`src/rtl/acq_pkg.sv`:
```
package acq_pkg;

  typedef enum logic {
    RUN_IDLE   = 1'b0,
    RUN_ACTIVE = 1'b1
  } run_state_e;

endpackage

```
`src/rtl/acq_stamp.sv`:
```
module acq_stamp #(
  parameter int CNT_W  = 64,
  parameter int HALF_W = 32
) (
  input  logic                    clk,
  input  logic                    rst_n,
  input  logic                    tick,
  input  logic                    capture,
  output logic [HALF_W-1:0]       stamp_lo,
  output logic [CNT_W-HALF_W-1:0] stamp_hi
);

  logic [CNT_W-1:0] cnt_q, cnt_d;
  logic [CNT_W-1:0] stamp_q, stamp_d;

  always_comb begin
    cnt_d   = cnt_q;
    stamp_d = stamp_q;
    if (tick)    cnt_d   = cnt_q + {{(CNT_W-1){1'b0}}, 1'b1};
    if (capture) stamp_d = cnt_q;
  end

  always_ff @(posedge clk or negedge rst_n) begin
    if (!rst_n) begin
      cnt_q   <= '0;
      stamp_q <= '0;
    end else begin
      cnt_q   <= cnt_d;
      stamp_q <= stamp_d;
    end
  end

  assign stamp_lo = stamp_q[HALF_W-1:0];
  assign stamp_hi = stamp_q[CNT_W-1:HALF_W];

  // captured words hold between run starts
  assert_stamp_hold_R3: assert property (@(posedge clk) disable iff (!rst_n)
    !capture |=> $stable(stamp_q));

  // the free-running counter never moves backwards without a tick
  assert_count_still_R2: assert property (@(posedge clk) disable iff (!rst_n)
    !tick |=> $stable(cnt_q));

endmodule

```
`src/rtl/acq_sweep_accum.sv`:
```
module acq_sweep_accum #(
  parameter int MAG_W = 32,
  parameter int IDX_W = 16,
  parameter int SWP_W = 8
) (
  input  logic             clk,
  input  logic             rst_n,
  input  logic             clear,
  input  logic             en,
  input  logic             first,
  input  logic [MAG_W-1:0] mag,
  output logic             take,
  output logic [MAG_W-1:0] cand_mag,
  output logic [IDX_W-1:0] cand_idx,
  output logic [MAG_W-1:0] cand_pow,
  output logic [SWP_W-1:0] cand_sweep
);

  localparam logic [MAG_W-1:0] MAG_FULL = {MAG_W{1'b1}};

  logic             started_q, started_d;
  logic [MAG_W-1:0] pow_q, pow_d;
  logic [MAG_W-1:0] max_q, max_d;
  logic [IDX_W-1:0] maxidx_q, maxidx_d;
  logic [IDX_W-1:0] pos_q, pos_d;
  logic [SWP_W-1:0] swp_q, swp_d;

  logic [IDX_W-1:0] samp_pos;
  logic [MAG_W-1:0] pow_base;
  logic [MAG_W:0]   pow_wide;

  assign take = en & (first | started_q);

  // candidate values include the sample presented in this cycle
  always_comb begin
    samp_pos   = first ? '0 : pos_q;
    pow_base   = first ? '0 : pow_q;
    pow_wide   = {1'b0, pow_base} + {1'b0, mag};
    cand_pow   = pow_wide[MAG_W] ? MAG_FULL : pow_wide[MAG_W-1:0];
    if (first) begin
      cand_mag = mag;
      cand_idx = '0;
    end else if (mag > max_q) begin
      cand_mag = mag;
      cand_idx = pos_q;
    end else begin
      cand_mag = max_q;
      cand_idx = maxidx_q;
    end
    if (first) cand_sweep = started_q ? swp_q + {{(SWP_W-1){1'b0}}, 1'b1} : '0;
    else       cand_sweep = swp_q;
  end

  always_comb begin
    started_d = started_q;
    pow_d     = pow_q;
    max_d     = max_q;
    maxidx_d  = maxidx_q;
    pos_d     = pos_q;
    swp_d     = swp_q;
    if (clear) begin
      started_d = 1'b0;
      pow_d     = '0;
      max_d     = '0;
      maxidx_d  = '0;
      pos_d     = '0;
      swp_d     = '0;
    end else if (take) begin
      started_d = 1'b1;
      pow_d     = cand_pow;
      max_d     = cand_mag;
      maxidx_d  = cand_idx;
      pos_d     = samp_pos + {{(IDX_W-1){1'b0}}, 1'b1};
      swp_d     = cand_sweep;
    end
  end

  always_ff @(posedge clk or negedge rst_n) begin
    if (!rst_n) begin
      started_q <= 1'b0;
      pow_q     <= '0;
      max_q     <= '0;
      maxidx_q  <= '0;
      pos_q     <= '0;
      swp_q     <= '0;
    end else begin
      started_q <= started_d;
      pow_q     <= pow_d;
      max_q     <= max_d;
      maxidx_q  <= maxidx_d;
      pos_q     <= pos_d;
      swp_q     <= swp_d;
    end
  end

  // within a sweep the running total never decreases (saturates)
  assert_pow_monotone_R7: assert property (@(posedge clk) disable iff (!rst_n)
    (take && !first && !clear) |=> (pow_q >= $past(pow_q)));

  // position restarts at each sweep start
  assert_pos_restart_R5: assert property (@(posedge clk) disable iff (!rst_n)
    (take && first && !clear) |=> (pos_q == {{(IDX_W-1){1'b0}}, 1'b1}));

  // nothing is taken before a sweep has begun
  assert_need_start_R8: assert property (@(posedge clk) disable iff (!rst_n)
    (take && !first) |-> started_q);

endmodule

```
`src/rtl/acq_peak_select.sv`:
```
module acq_peak_select
  import acq_pkg::*;
#(
  parameter int MAG_W = 32,
  parameter int IDX_W = 16,
  parameter int SWP_W = 8
) (
  input  logic             clk,
  input  logic             rst_n,
  input  logic             run_start,
  input  logic [SWP_W-1:0] sweep_cfg,
  input  logic             take,
  input  logic             last,
  input  logic [MAG_W-1:0] cand_mag,
  input  logic [IDX_W-1:0] cand_idx,
  input  logic [MAG_W-1:0] cand_pow,
  input  logic [SWP_W-1:0] cand_sweep,
  output logic [MAG_W-1:0] peak_mag,
  output logic [IDX_W-1:0] peak_idx,
  output logic [SWP_W-1:0] peak_sweep,
  output logic [MAG_W-1:0] power_sum,
  output logic             busy,
  output logic             done
);

  localparam logic [SWP_W-1:0] ONE_SWP = {{(SWP_W-1){1'b0}}, 1'b1};

  run_state_e       state_q, state_d;
  logic [SWP_W-1:0] nsw_q, nsw_d;
  logic [MAG_W-1:0] pmag_q, pmag_d;
  logic [IDX_W-1:0] pidx_q, pidx_d;
  logic [SWP_W-1:0] pswp_q, pswp_d;
  logic [MAG_W-1:0] psum_q, psum_d;
  logic             fin_q, fin_d;
  logic             done_q, done_d;

  logic sweep_end, wins, final_end;

  always_comb begin
    sweep_end = take & last;
    wins      = sweep_end & (cand_mag > pmag_q);
    final_end = sweep_end & (cand_sweep == nsw_q - ONE_SWP);
  end

  always_comb begin
    state_d = state_q;
    nsw_d   = nsw_q;
    pmag_d  = pmag_q;
    pidx_d  = pidx_q;
    pswp_d  = pswp_q;
    psum_d  = psum_q;
    fin_d   = 1'b0;
    done_d  = 1'b0;
    if (run_start) begin
      state_d = RUN_ACTIVE;
      nsw_d   = (sweep_cfg == '0) ? ONE_SWP : sweep_cfg;
      pmag_d  = '0;
      pidx_d  = '0;
      pswp_d  = '0;
      psum_d  = '0;
    end else begin
      done_d = fin_q;
      if (wins) begin
        pmag_d = cand_mag;
        pidx_d = cand_idx;
        pswp_d = cand_sweep;
        psum_d = cand_pow;
      end
      if (final_end) begin
        state_d = RUN_IDLE;
        fin_d   = 1'b1;
      end
    end
  end

  always_ff @(posedge clk or negedge rst_n) begin
    if (!rst_n) begin
      state_q <= RUN_IDLE;
      nsw_q   <= ONE_SWP;
      pmag_q  <= '0;
      pidx_q  <= '0;
      pswp_q  <= '0;
      psum_q  <= '0;
      fin_q   <= 1'b0;
      done_q  <= 1'b0;
    end else begin
      state_q <= state_d;
      nsw_q   <= nsw_d;
      pmag_q  <= pmag_d;
      pidx_q  <= pidx_d;
      pswp_q  <= pswp_d;
      psum_q  <= psum_d;
      fin_q   <= fin_d;
      done_q  <= done_d;
    end
  end

  assign peak_mag   = pmag_q;
  assign peak_idx   = pidx_q;
  assign peak_sweep = pswp_q;
  assign power_sum  = psum_q;
  assign busy       = (state_q == RUN_ACTIVE);
  assign done       = done_q;

  // done lasts one cycle
  assert_done_pulse_R9: assert property (@(posedge clk) disable iff (!rst_n)
    done_q |=> !done_q);

  // done only appears while the tracker is idle
  assert_done_idle_R9: assert property (@(posedge clk) disable iff (!rst_n)
    done_q |-> (state_q == RUN_IDLE));

  // within a run the stored peak never decreases
  assert_peak_monotone_R4: assert property (@(posedge clk) disable iff (!rst_n)
    !run_start |=> (pmag_q >= $past(pmag_q)));

  // a run start empties the results
  assert_clear_R2: assert property (@(posedge clk) disable iff (!rst_n)
    run_start |=> (pmag_q == '0 && psum_q == '0 && pswp_q == '0 && !done_q));

  // the recorded sweep is inside the configured run
  assert_sweep_range_R6: assert property (@(posedge clk) disable iff (!rst_n)
    (state_q == RUN_ACTIVE) |-> (pswp_q < nsw_q));

  // results are frozen while idle
  assert_idle_hold_R8: assert property (@(posedge clk) disable iff (!rst_n)
    (state_q == RUN_IDLE && !run_start) |=> ($stable(pmag_q) && $stable(psum_q)));

endmodule

```
`src/rtl/acq_peak_tracker.sv`:
```
module acq_peak_tracker #(
  parameter int MAG_W = 32,
  parameter int IDX_W = 16,
  parameter int SWP_W = 8,
  parameter int CNT_W = 64
) (
  input  logic             clk,
  input  logic             rst_n,
  input  logic             run_start,
  input  logic [SWP_W-1:0] sweep_cfg,
  input  logic             sample_tick,
  input  logic             mag_valid,
  input  logic [MAG_W-1:0] mag_data,
  input  logic             sweep_first,
  input  logic             sweep_last,
  output logic [MAG_W-1:0] peak_mag,
  output logic [IDX_W-1:0] peak_idx,
  output logic [SWP_W-1:0] peak_sweep,
  output logic [MAG_W-1:0] power_sum,
  output logic [CNT_W/2-1:0] start_lo,
  output logic [CNT_W/2-1:0] start_hi,
  output logic             busy,
  output logic             done
);

  localparam int HALF_W = CNT_W / 2;

  logic             accum_en;
  logic             take;
  logic [MAG_W-1:0] cand_mag;
  logic [IDX_W-1:0] cand_idx;
  logic [MAG_W-1:0] cand_pow;
  logic [SWP_W-1:0] cand_sweep;

  assign accum_en = mag_valid & busy & ~run_start;

  acq_stamp #(
    .CNT_W (CNT_W),
    .HALF_W(HALF_W)
  ) u_stamp (
    .clk     (clk),
    .rst_n   (rst_n),
    .tick    (sample_tick),
    .capture (run_start),
    .stamp_lo(start_lo),
    .stamp_hi(start_hi)
  );

  acq_sweep_accum #(
    .MAG_W(MAG_W),
    .IDX_W(IDX_W),
    .SWP_W(SWP_W)
  ) u_accum (
    .clk       (clk),
    .rst_n     (rst_n),
    .clear     (run_start),
    .en        (accum_en),
    .first     (sweep_first),
    .mag       (mag_data),
    .take      (take),
    .cand_mag  (cand_mag),
    .cand_idx  (cand_idx),
    .cand_pow  (cand_pow),
    .cand_sweep(cand_sweep)
  );

  acq_peak_select #(
    .MAG_W(MAG_W),
    .IDX_W(IDX_W),
    .SWP_W(SWP_W)
  ) u_select (
    .clk       (clk),
    .rst_n     (rst_n),
    .run_start (run_start),
    .sweep_cfg (sweep_cfg),
    .take      (take),
    .last      (sweep_last),
    .cand_mag  (cand_mag),
    .cand_idx  (cand_idx),
    .cand_pow  (cand_pow),
    .cand_sweep(cand_sweep),
    .peak_mag  (peak_mag),
    .peak_idx  (peak_idx),
    .peak_sweep(peak_sweep),
    .power_sum (power_sum),
    .busy      (busy),
    .done      (done)
  );

endmodule

```
`config.mk`:
```
export PLATFORM = sky130hd
export DESIGN_NAME = acq_peak_tracker
export DESIGN_NICKNAME = d
export VERILOG_FILES = /design/src/rtl/acq_pkg.sv /design/src/rtl/acq_stamp.sv /design/src/rtl/acq_sweep_accum.sv /design/src/rtl/acq_peak_select.sv /design/src/rtl/acq_peak_tracker.sv
export SDC_FILE = /design/constraint.sdc
export NUM_CORES = 1
export LEC_CHECK = 0
export CORE_ASPECT_RATIO = 1.4
export CORE_MARGIN = 5
export CORE_UTILIZATION = 46
export CTS_CLUSTER_DIAMETER = 60
export DETAILED_ROUTE_END_ITERATION = 8
export PLACE_DENSITY_LB_ADDON = 0.1
export SKIP_CTS_REPAIR_TIMING = 1
export SYNTH_ARGS = -nofsm -noshare
export SYNTH_HDL_FRONTEND = slang
export SYNTH_SLANG_ARGS = --single-unit
```
`constraint.sdc`:
```
create_clock -name clk -period 8.5 [get_ports clk]
set_input_delay 1.275 -clock clk [delete_from_list [all_inputs] [get_ports clk]]
set_output_delay 1.275 -clock clk [all_outputs]
set_load 0.005 [all_outputs]
```
==> results.json <==
{
  "power.switching_mw": 1.060,
  "multiInputGateArea_um2": 8572,
  "io_pins": 201,
  "vias": 13250,
  "grt.overflow.total": 0,
  "r2r_end": "u_select.peak_idx[1]",
  "port-buffer-count": 200,
  "cp-start-kind": "input pin",
  "final_nets": 2067,
  "numCtsBuffers": 37,
  "wl_per_cell_um": 18.15,
  "drv_slew": 0,
  "ys_seq_area_frac": 0.4718,
  "p_int_mw": 2.851,
  "cp.required_ns": 8.94,
  "post-route-period-util": 0.7860,
  "area_delta_synth_final_pct": 20.78,
  "drt-total-wl_um": 43910,
  "r2r_slack_ns": 2.71,
  "hold_viol": 0,
  "rows": 84,
  "netlist_top_cells_area": "dfrtp_1 (47%), ha_1 (7.1%), nor2_1 (5.2%), mux2i_1 (4.9%), mux2_2 (4.6%)",
  "synth_most_common_cell": "dfrtp_1",
  "synth_edf_count": 0,
  "r2r-start": "u_accum.max_q[31]",
  "hold_path_end": "u_stamp.cnt_q[63]",
  "die_x_um": 175.4,
  "powerDensity_nw_per_um2": 183.8,
  "antenna_found_initial": 2,
  "crit_slowest_cell": "or4_1",
  "crit_fanout": 16,
  "initial_core_util": 0.4668,
  "critPathCaptureType": "register",
  "cp_cell_sequence": "clkdlybuf4s50_1, ha_1, nand4_1, or4_1, or4_4, nor2b_1, a22oi_4, nand3_2, buf_4, mux2i_1, inv_1, ha_1, nand3_1, nor3_1, a2111oi_0, a31o_2, a21oi_4, nand2_1, o21ai_0",
  "cts.sinks": 332,
  "routed-wl-met3_um": 2307,
  "grt_max_degree": 186,
  "yosys.area.top_type_share": 0.4703,
  "htreeDepth": 2,
  "fillers": 3328,
  "cap_violations": 0,
  "place_ws_ns": 1.282,
  "power_frac_seq": 0.438,
  "hp-class": "reg2reg",
  "r2r_cells": 19,
  "fmax_mhz": 149.7,
  "drive_gt1_frac": 0.08218,
  "p_sw_frac": 0.2710,
  "post-dp-hpwl_um": 30610,
  "syn_area_um2": 17610,
  "clk_latency_ns": 0.54,
  "status": "complete, no violations",
  "crit_family": "simple AND/OR/NAND/NOR gates",
  "grt_use_total": 0.2073,
  "crit_path_frequent_cell": "ha_1",
  "p_clk_frac": 0.407,
  "synth_top_area_cell": "dfrtp_1",
  "setup_ws_ns": 1.819,
  "seq_area_um2": 8309,
  "clock_path_buffers": 3,
  "cts_tree": "yes",
  "grt_pass1_wl_um": 72590,
  "ys_top_cells_by_count": "dfrtp_1 (331), nor2_1 (243), inv_1 (115)",
  "die_y_um": 241.5,
  "cpPeakStageDelay_ns": 0.62,
  "route.met2.wl_um": 21980,
  "hp-start": "u_stamp.cnt_q[63]",
  "combPwrFrac": 0.156,
  "yosysWarningCount": 0,
  "synth_cell_type_count": 66,
  "avgViaCountPerCell": 5.476,
  "synthCells": 1746,
  "irDropWorstVdd_v": 0.0001945,
  "hold_path_depth": 1,
  "drc_errors": 0,
  "timing_worst_setup_path_type": "in2reg",
  "path_buf_inv": 3,
  "ys_seq_elements": 332,
  "top_layer": "met5",
  "fin_setup_tns_ns": 0,
  "gp_congestion": 0.8559,
  "async_flop_share": 1.000,
  "setup_viol": 0,
  "firstDrtPassIters": 5,
  "ant_nets": 0,
  "skew_ns": 0.01783,
  "period_needed_ns": 6.681,
  "clock-root-buffer": "clkbuf_16",
  "drt_iter0_drc": 705,
  "rsz0062_at_grt": "no",
  "slew_headroom": 0.2415,
  "clkSlewWorstSetupHoldPaths_ns": 0.06,
  "worst_pin_slew_ns": 1.138,
  "p_leak_nw": 9.667,
  "grt_pass1_vias": 13810,
  "wl_met1_um": 18380,
  "dominantRegCellSynth": "dfrtp_1",
  "diodes": 0,
  "syn_nets": 1894,
  "core_um2": 37730,
  "postSynthAreaPerCell_um2": 10.09,
  "fp.dieArea_um2": 42360,
  "arrival_ns": 7.12
}
logic make-up (layout without fill, tap and decap cells):
logic type,count (synthesis),count (layout),synth area share
AND/OR/NAND/NOR,519,519,0.1360
AO/OA/AOI/OAI,334,334,0.1296
flip-flops,332,332,0.4718
buffers and inverters,197,398,0.04333
multiplexers,158,158,0.09491
XOR/XNOR,105,105,0.05221
adder cells (fa/ha/maj),101,101,0.07217
layer usage:
| metal | vias to the layer above | track usage |
|---|---|---|
| li1 | 6460 | - |
| met1 | 6457 | 0.2567 |
| met2 | 257 | 0.3614 |
| met3 | 74 | 0.04543 |
| met4 | 4 | 0.06405 |
| met5 | - | 0 |
final cells by class:
| class | count | share of cell area |
|---|---|---|
| Inverter | 116 | 0.02047 |
| Timing Repair Buffer | 215 | 0.1013 |
| Multi-Input combinational cell | 1217 | 0.4030 |
| Clock buffer | 53 | 0.05117 |
| Clock inverter | 14 | 0.005646 |
| Sequential cell | 332 | 0.3906 |
| Tap cell | 473 | 0.02782 |
power groups by stage:
stage / Combinational [mW] / Clock (mW) / Sequential, mW
2_1_floorplan: 0.379 / 0 / 1.73
3_3_place_gp: 0.606 / 0 / 1.74
3_5_place_dp: 0.616 / 0 / 1.74
4_1_cts: 0.619 / 1.64 / 1.71
5_1_grt: 0.687 / 1.70 / 1.72
6_report: 0.608 / 1.59 / 1.71
worst max-delay path by stage:
stage / from / end / depth (start not counted)
after floorplan: mag_data[27] / u_select.peak_mag[25] / 20
after global placement: mag_data[30] / u_select.peak_idx[1] / 19
after detailed placement: mag_data[30] / u_select.peak_idx[1] / 19
after CTS: mag_data[30] / u_select.peak_idx[1] / 19
after global routing: mag_data[30] / u_select.peak_idx[0] / 19
final: mag_data[30] / u_select.peak_idx[1] / 19
placed cells by master, fill, tap and decap left out, types with 25 or more instances in the layout:
| cell type | instances |
|---|---|
| inv_1 | 115 |
| nand4_1 | 25 |
| nand2_1 | 86 |
| mux2i_1 | 86 |
| a21oi_1 | 61 |
| nand3_1 | 49 |
| nor2b_1 | 38 |
| o21ai_0 | 44 |
| clkbuf_16 | 39 |
| dfrtp_1 | 331 |
| xnor2_1 | 68 |
| a21o_1 | 26 |
| xor2_1 | 37 |
| a211oi_1 | 103 |
| nor2_1 | 243 |
| mux2_2 | 72 |
| ha_1 | 100 |
| clkdlybuf4s50_1 | 197 |
worst reg2reg max path, stage by stage, from the launching register on:
cell       delay (ns)
dfrtp_1          0.37
inv_1            0.05
ha_1             0.28
nand4_1          0.25
or4_1            0.62
or4_4            0.47
nor2b_1          0.17
a22oi_4          0.22
nand3_2          0.13
buf_4            0.28
mux2i_1          0.23
inv_1            0.07
ha_1             0.28
nand3_1          0.11
nor3_1           0.41
a2111oi_0        0.20
a31o_2           0.30
a21oi_4          0.42
nand2_1          0.51
o21ai_0          0.32
sequential cells by signal, summed over array words and instances, names as in the netlist:
signal	count
u_stamp.cnt_q	64
u_stamp.stamp_q	64
u_accum.max_q	32
u_accum.pow_q	32
u_select.peak_mag	32
u_select.power_sum	32
u_accum.maxidx_q	16
u_accum.pos_q	16
u_select.peak_idx	16
u_accum.swp_q	8
u_select.nsw_q	8
u_select.peak_sweep	8
u_accum.started_q	1
u_select.busy	1
u_select.done	1
u_select.fin_q	1
per-stage QoR:
stage | std cells | hold slack (ns) | power [mW] | utilization | area, um2
after floorplan | 1746 | 0.4362 | 2.107 | - | 17610
after global placement | 2353 | 0.4508 | 2.344 | 0.5318 | 20060
after detailed placement | 2353 | 0.4533 | 2.356 | 0.5318 | 20060
after CTS | 2420 | 0.4639 | 3.966 | 0.5638 | 21270
after global routing | 2420 | 0.5073 | 4.103 | 0.5638 | 21270
final | 2420 | 0.4641 | 3.910 | 0.5638 | 21270
Note: power is estimated with default switching activity, not from simulation.
